[src/rtl/tct_pkg.sv]
package tct_pkg;
  typedef enum logic [1:0] {
    ST_FREE = 2'd0,
    ST_PEND = 2'd1,
    ST_MISS = 2'd2,
    ST_DONE = 2'd3
  } slot_st_e;

  typedef enum logic [1:0] {
    CT_PKT   = 2'd0,
    CT_DESC  = 2'd1,
    CT_MISS  = 2'd2,
    CT_REINJ = 2'd3
  } cmpl_e;
endpackage

[src/rtl/tct_slot.sv]
module tct_slot
  import tct_pkg::*;
#(
  parameter int HI_W = 12
) (
  input  logic            clk_i,
  input  logic            rst_ni,
  input  logic            sub_go_i,
  input  logic [HI_W-1:0] sub_hi_i,
  input  logic            adv_i,
  input  slot_st_e        adv_st_i,
  output slot_st_e        st_o,
  output logic [HI_W-1:0] hi_o
);
  slot_st_e        st_q;
  logic [HI_W-1:0] hi_q;

  always_ff @(posedge clk_i or negedge rst_ni) begin
    if (!rst_ni) begin
      st_q <= ST_FREE;
      hi_q <= '0;
    end else if (sub_go_i) begin
      st_q <= ST_PEND;
      hi_q <= sub_hi_i;
    end else if (adv_i) begin
      st_q <= adv_st_i;
    end else if (st_q == ST_DONE) begin
      st_q <= ST_FREE;  // done lasts one cycle
    end
  end

  assign st_o = st_q;
  assign hi_o = hi_q;

  p_done_frees_r3: assert property (@(posedge clk_i) disable iff (!rst_ni)
    st_q == ST_DONE |=> st_q == ST_FREE);

  p_miss_from_pend_r4: assert property (@(posedge clk_i) disable iff (!rst_ni)
    (st_q == ST_MISS && $past(st_q) != ST_MISS) |-> $past(st_q) == ST_PEND);

  p_pend_from_free_r2: assert property (@(posedge clk_i) disable iff (!rst_ni)
    (st_q == ST_PEND && $past(st_q) != ST_PEND) |-> $past(st_q) == ST_FREE);
endmodule

[src/rtl/tct_desc_acct.sv]
module tct_desc_acct #(
  parameter int CNT_W   = 5,
  parameter int OUT_W   = 9,
  parameter int FREED_W = 12
) (
  input  logic               clk_i,
  input  logic               rst_ni,
  input  logic               add_i,
  input  logic [CNT_W-1:0]   add_n_i,
  input  logic               rel_req_i,
  input  logic [CNT_W-1:0]   rel_n_i,
  input  logic               ack_i,
  output logic [FREED_W-1:0] freed_o,
  output logic               rel_bad_o
);
  localparam logic [FREED_W:0] FREED_MAX = {1'b0, {FREED_W{1'b1}}};

  logic [OUT_W-1:0]   out_q, out_d, add_ext, rel_ext;
  logic [FREED_W-1:0] freed_q, freed_base;
  logic [FREED_W:0]   freed_sum;
  logic               rel_ok;

  assign add_ext   = OUT_W'(add_n_i);
  assign rel_ext   = OUT_W'(rel_n_i);
  assign rel_ok    = rel_req_i && (rel_ext <= out_q);
  assign rel_bad_o = rel_req_i && !rel_ok;

  always_comb begin
    out_d = out_q;
    if (add_i)  out_d = out_d + add_ext;
    if (rel_ok) out_d = out_d - rel_ext;
    freed_base = ack_i ? '0 : freed_q;
    freed_sum  = {1'b0, freed_base} + (rel_ok ? (FREED_W+1)'(rel_n_i) : '0);
    if (freed_sum > FREED_MAX) freed_sum = FREED_MAX;
  end

  always_ff @(posedge clk_i or negedge rst_ni) begin
    if (!rst_ni) begin
      out_q   <= '0;
      freed_q <= '0;
    end else begin
      out_q   <= out_d;
      freed_q <= freed_sum[FREED_W-1:0];
    end
  end

  assign freed_o = freed_q;

  p_ack_clears_r9: assert property (@(posedge clk_i) disable iff (!rst_ni)
    ack_i |=> freed_o <= FREED_W'((1 << CNT_W) - 1));

  p_freed_monotone_r8: assert property (@(posedge clk_i) disable iff (!rst_ni)
    !ack_i |=> freed_o >= $past(freed_o));

  p_overrun_no_change_r10: assert property (@(posedge clk_i) disable iff (!rst_ni)
    (rel_bad_o && !ack_i) |=> $stable(freed_o));
endmodule

[src/rtl/tx_cmpl_tracker.sv]
module tx_cmpl_tracker
  import tct_pkg::*;
#(
  parameter int TAG_W   = 16,
  parameter int IDX_W   = 4,
  parameter int CNT_W   = 5,
  parameter int FREED_W = 12
) (
  input  logic               clk_i,
  input  logic               rst_ni,
  input  logic               sub_valid_i,
  input  logic [TAG_W-1:0]   sub_tag_i,
  input  logic [CNT_W-1:0]   sub_ndesc_i,
  input  logic               cmp_valid_i,
  input  logic [1:0]         cmp_type_i,
  input  logic [TAG_W-1:0]   cmp_tag_i,
  input  logic [CNT_W-1:0]   cmp_ndesc_i,
  input  logic               freed_ack_i,
  output logic               done_o,
  output logic [TAG_W-1:0]   done_tag_o,
  output logic [FREED_W-1:0] freed_o,
  output logic               err_o
);
  localparam int DEPTH = 1 << IDX_W;
  localparam int HI_W  = TAG_W - IDX_W;
  localparam int OUT_W = CNT_W + IDX_W;

  slot_st_e        slot_st [DEPTH];
  logic [HI_W-1:0] slot_hi [DEPTH];

  logic [IDX_W-1:0] sub_idx, cmp_idx;
  slot_st_e         sub_st, cmp_st, adv_st;
  logic             sub_ok, sub_bad, tag_match;
  logic             adv, finish, cmp_bad, desc_req, desc_bad;
  cmpl_e            cmp_ty;

  assign sub_idx = sub_tag_i[IDX_W-1:0];
  assign cmp_idx = cmp_tag_i[IDX_W-1:0];
  assign sub_st  = slot_st[sub_idx];
  assign cmp_st  = slot_st[cmp_idx];
  assign sub_ok  = sub_valid_i && (sub_st == ST_FREE);
  assign sub_bad = sub_valid_i && !sub_ok;

  always_comb begin
    cmp_ty    = cmpl_e'(cmp_type_i);
    tag_match = slot_hi[cmp_idx] == cmp_tag_i[TAG_W-1:IDX_W];
    adv       = 1'b0;
    adv_st    = cmp_st;
    finish    = 1'b0;
    cmp_bad   = 1'b0;
    desc_req  = 1'b0;
    if (cmp_valid_i) begin
      unique case (cmp_ty)
        CT_DESC: desc_req = 1'b1;
        CT_PKT: begin
          if (tag_match && cmp_st == ST_PEND) begin
            adv = 1'b1; adv_st = ST_DONE; finish = 1'b1;
          end else cmp_bad = 1'b1;
        end
        CT_MISS: begin
          if (tag_match && cmp_st == ST_PEND) begin
            adv = 1'b1; adv_st = ST_MISS;
          end else cmp_bad = 1'b1;
        end
        CT_REINJ: begin
          if (tag_match && cmp_st == ST_MISS) begin
            adv = 1'b1; adv_st = ST_DONE; finish = 1'b1;
          end else cmp_bad = 1'b1;
        end
        default: cmp_bad = 1'b1;
      endcase
    end
  end

  for (genvar i = 0; i < DEPTH; i++) begin : g_slot
    tct_slot #(.HI_W(HI_W)) i_slot (
      .clk_i    (clk_i),
      .rst_ni   (rst_ni),
      .sub_go_i (sub_ok && (sub_idx == IDX_W'(i))),
      .sub_hi_i (sub_tag_i[TAG_W-1:IDX_W]),
      .adv_i    (adv && (cmp_idx == IDX_W'(i))),
      .adv_st_i (adv_st),
      .st_o     (slot_st[i]),
      .hi_o     (slot_hi[i])
    );
  end

  tct_desc_acct #(.CNT_W(CNT_W), .OUT_W(OUT_W), .FREED_W(FREED_W)) i_acct (
    .clk_i     (clk_i),
    .rst_ni    (rst_ni),
    .add_i     (sub_ok),
    .add_n_i   (sub_ndesc_i),
    .rel_req_i (desc_req),
    .rel_n_i   (cmp_ndesc_i),
    .ack_i     (freed_ack_i),
    .freed_o   (freed_o),
    .rel_bad_o (desc_bad)
  );

  always_ff @(posedge clk_i or negedge rst_ni) begin
    if (!rst_ni) begin
      done_o     <= 1'b0;
      done_tag_o <= '0;
      err_o      <= 1'b0;
    end else begin
      done_o <= finish;
      if (finish) done_tag_o <= cmp_tag_i;
      err_o  <= sub_bad | cmp_bad | desc_bad;
    end
  end

  p_done_needs_cmpl_r3: assert property (@(posedge clk_i) disable iff (!rst_ni)
    done_o |-> $past(cmp_valid_i));

  p_err_has_cause_r7: assert property (@(posedge clk_i) disable iff (!rst_ni)
    err_o |-> $past(sub_valid_i || cmp_valid_i));

  p_desc_no_done_r8: assert property (@(posedge clk_i) disable iff (!rst_ni)
    (cmp_valid_i && cmp_type_i == 2'd1) |=> !done_o);
endmodule

[config.mk]
export PLATFORM = sky130hd
export DESIGN_NAME = tx_cmpl_tracker
export DESIGN_NICKNAME = d
export VERILOG_FILES = /design/src/rtl/tct_pkg.sv /design/src/rtl/tct_slot.sv /design/src/rtl/tct_desc_acct.sv /design/src/rtl/tx_cmpl_tracker.sv
export SDC_FILE = /design/constraint.sdc
export NUM_CORES = 1
export LEC_CHECK = 0
export BUFFER_PORTS_ARGS = -buffer_cell sky130_fd_sc_hd__buf_2
export CORE_MARGIN = 2
export CORE_UTILIZATION = 40
export DETAILED_ROUTE_END_ITERATION = 12
export REMOVE_ABC_BUFFERS = 1
export SYNTH_ARGS = -nofsm -noshare
export SYNTH_HDL_FRONTEND = slang
export SYNTH_SLANG_ARGS = --single-unit
export TNS_END_PERCENT = 1
[constraint.sdc]
create_clock -name clk_i -period 4.5 [get_ports clk_i]
set_input_delay 0.45 -clock clk_i [delete_from_list [all_inputs] [get_ports clk_i]]
set_output_delay 0.45 -clock clk_i [all_outputs]
set_load 0.01 [all_outputs]
==> flow_summary_export.csv <==
group,metric,value,unit
clocking,cts-root-buf,"clkbuf_16",
floorplanning,initial_core_util,0.404,
worst_setup_path,ff2ff_path_depth,17,
floorplanning,die-height,190,um
sta,final-setup-viol-count,0,
sta,setup_tns,0,ns
sta,rsz0062_at_grt,"no",
worst_setup_path,cp.required,4.98,ns
final_layout,nFillCells,3101,
floorplanning,core_region_area,34300,um2
clocking,clkTransAtPathRegs,0.06,ns
drt,postRouteAntennaNets,0,
clocking,clk_latency,0.58,ns
synth,yosys_warnings,0,
worst_setup_path,cp-endpoint,"i_acct.out_q[7]",
sta,final_hold_viol_count,0,
synth,synth_edf_count,0,
final_layout,final_core_util,0.468,
synth,synth_area_leaders,"dfrtp_1 48%, mux2_2 18%, mux4_2 4.7%, mux2i_1 3.7%, ha_1 2.3%",
drt,dr.pass1.iters,5,
final_layout,nets,1270,
synth,avgSynthCellArea,12.6,um2
pwr,irDropWorstVdd,0.000331,V
sta,max_freq,245,MHz
sta,worst_slew_pin_slew,0.859,ns
drt,viasPerCell,5.51,
worst_setup_path,cp-startpoint,"g_slot[13].i_slot.st_o[1]",
clocking,cts_tree,"done",
clocking,clock_sinks,263,
final_layout,syn_to_final_growth,15.9,%
floorplanning,io_pins,79,
worst_setup_path,r2r_slack,0.42,ns
sta,finalCriticalPeriod,4.08,ns
synth,synth_top_area_frac,0.475,
floorplanning,row_count,68,
worst_setup_path,startpoint_type,"flip-flop",
worst_setup_path,crit_type,"reg -> reg",
place,placed_area,15000,um2
synth,synth_seq_cells,263,
grt,grt_overflow,0,
synth,synth_async_sr_flop_share,1.00,
drt,num_vias,9218,
worst_setup_path,crit_arrival,4.56,ns
sta,finalCritPeriodShare,0.906,
grt,grt_pass1_wl,56.3,mm
pwr,p_leak,7.59,nW
synth,synthTopCellsByCount,"263 x dfrtp_1, 220 x mux2_2, 51 x mux2i_1, 49 x inv_1, 36 x nand2_1",
pwr,cellPowerDensity,461,nW/um2
synth,synth_area,13800,um2
worst_setup_path,end_kind,"flip-flop",
synth,synth_most_common_cell,"dfrtp_1",
grt,grt_usage,0.201,
sta,relSlewSlack,0.428,
drt,drt_wl_total,35.2,mm
drt,wl_per_cell,21.1,um
sta,finalMaxSlewViolations,0,
hold_path,hp-class,"in -> reg",
worst_setup_path,worstReg2RegEnd,"i_acct.out_q[7]",
floorplanning,die-area,36100,um2
floorplanning,die_w,190,um
clocking,cts.htree.levels,1,
sta,worst_slack,0.422,ns
sta,whs,0.166,ns
grt,grt_pass1_vias,9602,
place,port_buffers,78,
synth,yosysUniqueCellTypes,64,
synth,syn_inst,1099,
final_layout,layout-drive-gt1-share,0.382,
clocking,post_cts_buffers,0,
drt,drc,0,
job,cap_violations,0,
place,pre_cts_ws,0.133,ns
worst_setup_path,cp_max_fo,17,
final_layout,fin_area,16100,um2
drt,drtIter0Drc,504,
place,dp_hpwl,23.3,mm
grt,antenna_found_initial,2,
status,outcome,"finished, final reports clean",
synth,yosysSeqAreaShare,0.475,
clocking,cts_buffer_depth,3,
synth,yosys.area.top_type,"dfrtp_1",
sta,skew,0.0182,ns
place,gp_congestion,0.865,
synth,ys.flop_type,"dfrtp_1",
clocking,numCtsBuffers,30,
worst_setup_path,r2r-start,"g_slot[13].i_slot.st_o[1]",
grt,grt_max_degree,156,
repair_timing:
action / CTS / global route
hold endpoints to repair: 42 / 0
hold buffers: 1 / 0
gates resized for setup: 0 / 1
endpoints found under the setup margin: 0 / 2
worst min-delay path by stage:
stage | startpoint | endpoint | slack [ns] | cells past startpoint
finish | cmp_tag_i[9] | done_tag_o[9] | 0.17 | 2
floorplan | rst_ni | done_o | 0.15 | 0
CTS | cmp_tag_i[9] | done_tag_o[9] | 0.16 | 2
global placement | rst_ni | done_tag_o[12] | 0.38 | 1
detailed placement | rst_ni | done_tag_o[11] | 0.37 | 1
global route | cmp_tag_i[9] | done_tag_o[9] | 0.16 | 2
flip-flops by register name (all words and copies together), names as in the netlist:
signal	flops
err_o	1
g_slot.i_slot.st_o	32
i_acct.freed_o	12
g_slot.i_slot.hi_o	192
done_o	1
i_acct.out_q	9
done_tag_o	16
kinds of logic (layout without fill, tap and decap cells):
family          Yosys count  in the layout  share of synthesized area
other cells               0              1                          0
xor+xnor                 41             41                     0.0259
compound gates          144            144                     0.0742
mux                     319            319                      0.281
fa+ha+maj                28             28                     0.0269
simple gates            182            182                     0.0774
flops                   263            263                      0.475
buf+inv                 122            239                     0.0394
metrics by stage:
| stage | total power [mW] | std cells |
|---|---|---|
| global route | 7.83 | 1671 |
| floorplan | 4.35 | 1026 |
| detailed placement | 4.86 | 1615 |
| CTS | 7.48 | 1671 |
| finish | 7.40 | 1672 |
| global placement | 4.80 | 1615 |
cell usage in the layout (no fill, tap or decap), drive strengths merged, types with 18 or more instances in the layout:
master and count:
a21oi 18, buf 134, clkbuf 47, dfrtp 263
ha 25, inv 49, mux2 239, mux2i 51
mux4 29, nand2 36, nand3 29, nor2 35
o21ai 20, xnor2 25
metal layers:
metal / wire [um] / part of all wire / GRT usage
met1: 16300 / 0.46 / 0.283
met2: 16300 / 0.46 / 0.324
met3: 1650 / 0.047 / 0.0308
met4: 959 / 0.027 / 0.0546
met5: 25 / 0.00071 / 0
final cells by class:
class	count	area [um2]	area share
diodes	1	2.50	0.000156
clock inverters	8	165	0.0103
well taps	455	569	0.0355
flip-flops and latches	263	6580	0.410
inverters	49	184	0.0115
multi-input cells	714	6770	0.422
clock buffers	47	895	0.0557
repair buffers	135	883	0.0550
report_power, final:
group	leakage (nW)	switching, mW	internal [mW]
clock	0.518	0.997	1.59
sequential	3.39	0.283	2.88
combinational	3.69	0.743	0.906
critical path, stage by stage (launching register included):
cell,delay [ns]
dfrtp_1,0.41
nor3_1,0.19
a21oi_1,0.06
mux4_2,0.49
mux2i_1,0.21
nand2_1,0.12
buf_4,0.23
mux2i_1,0.23
ha_1,0.18
inv_1,0.06
a21o_1,0.15
a21o_1,0.20
a21o_1,0.18
a2111oi_0,0.40
buf_4,0.20
mux2_2,0.33
a32oi_1,0.22
xnor2_1,0.14
No activity file was read; power rests on OpenSTA's default activity.
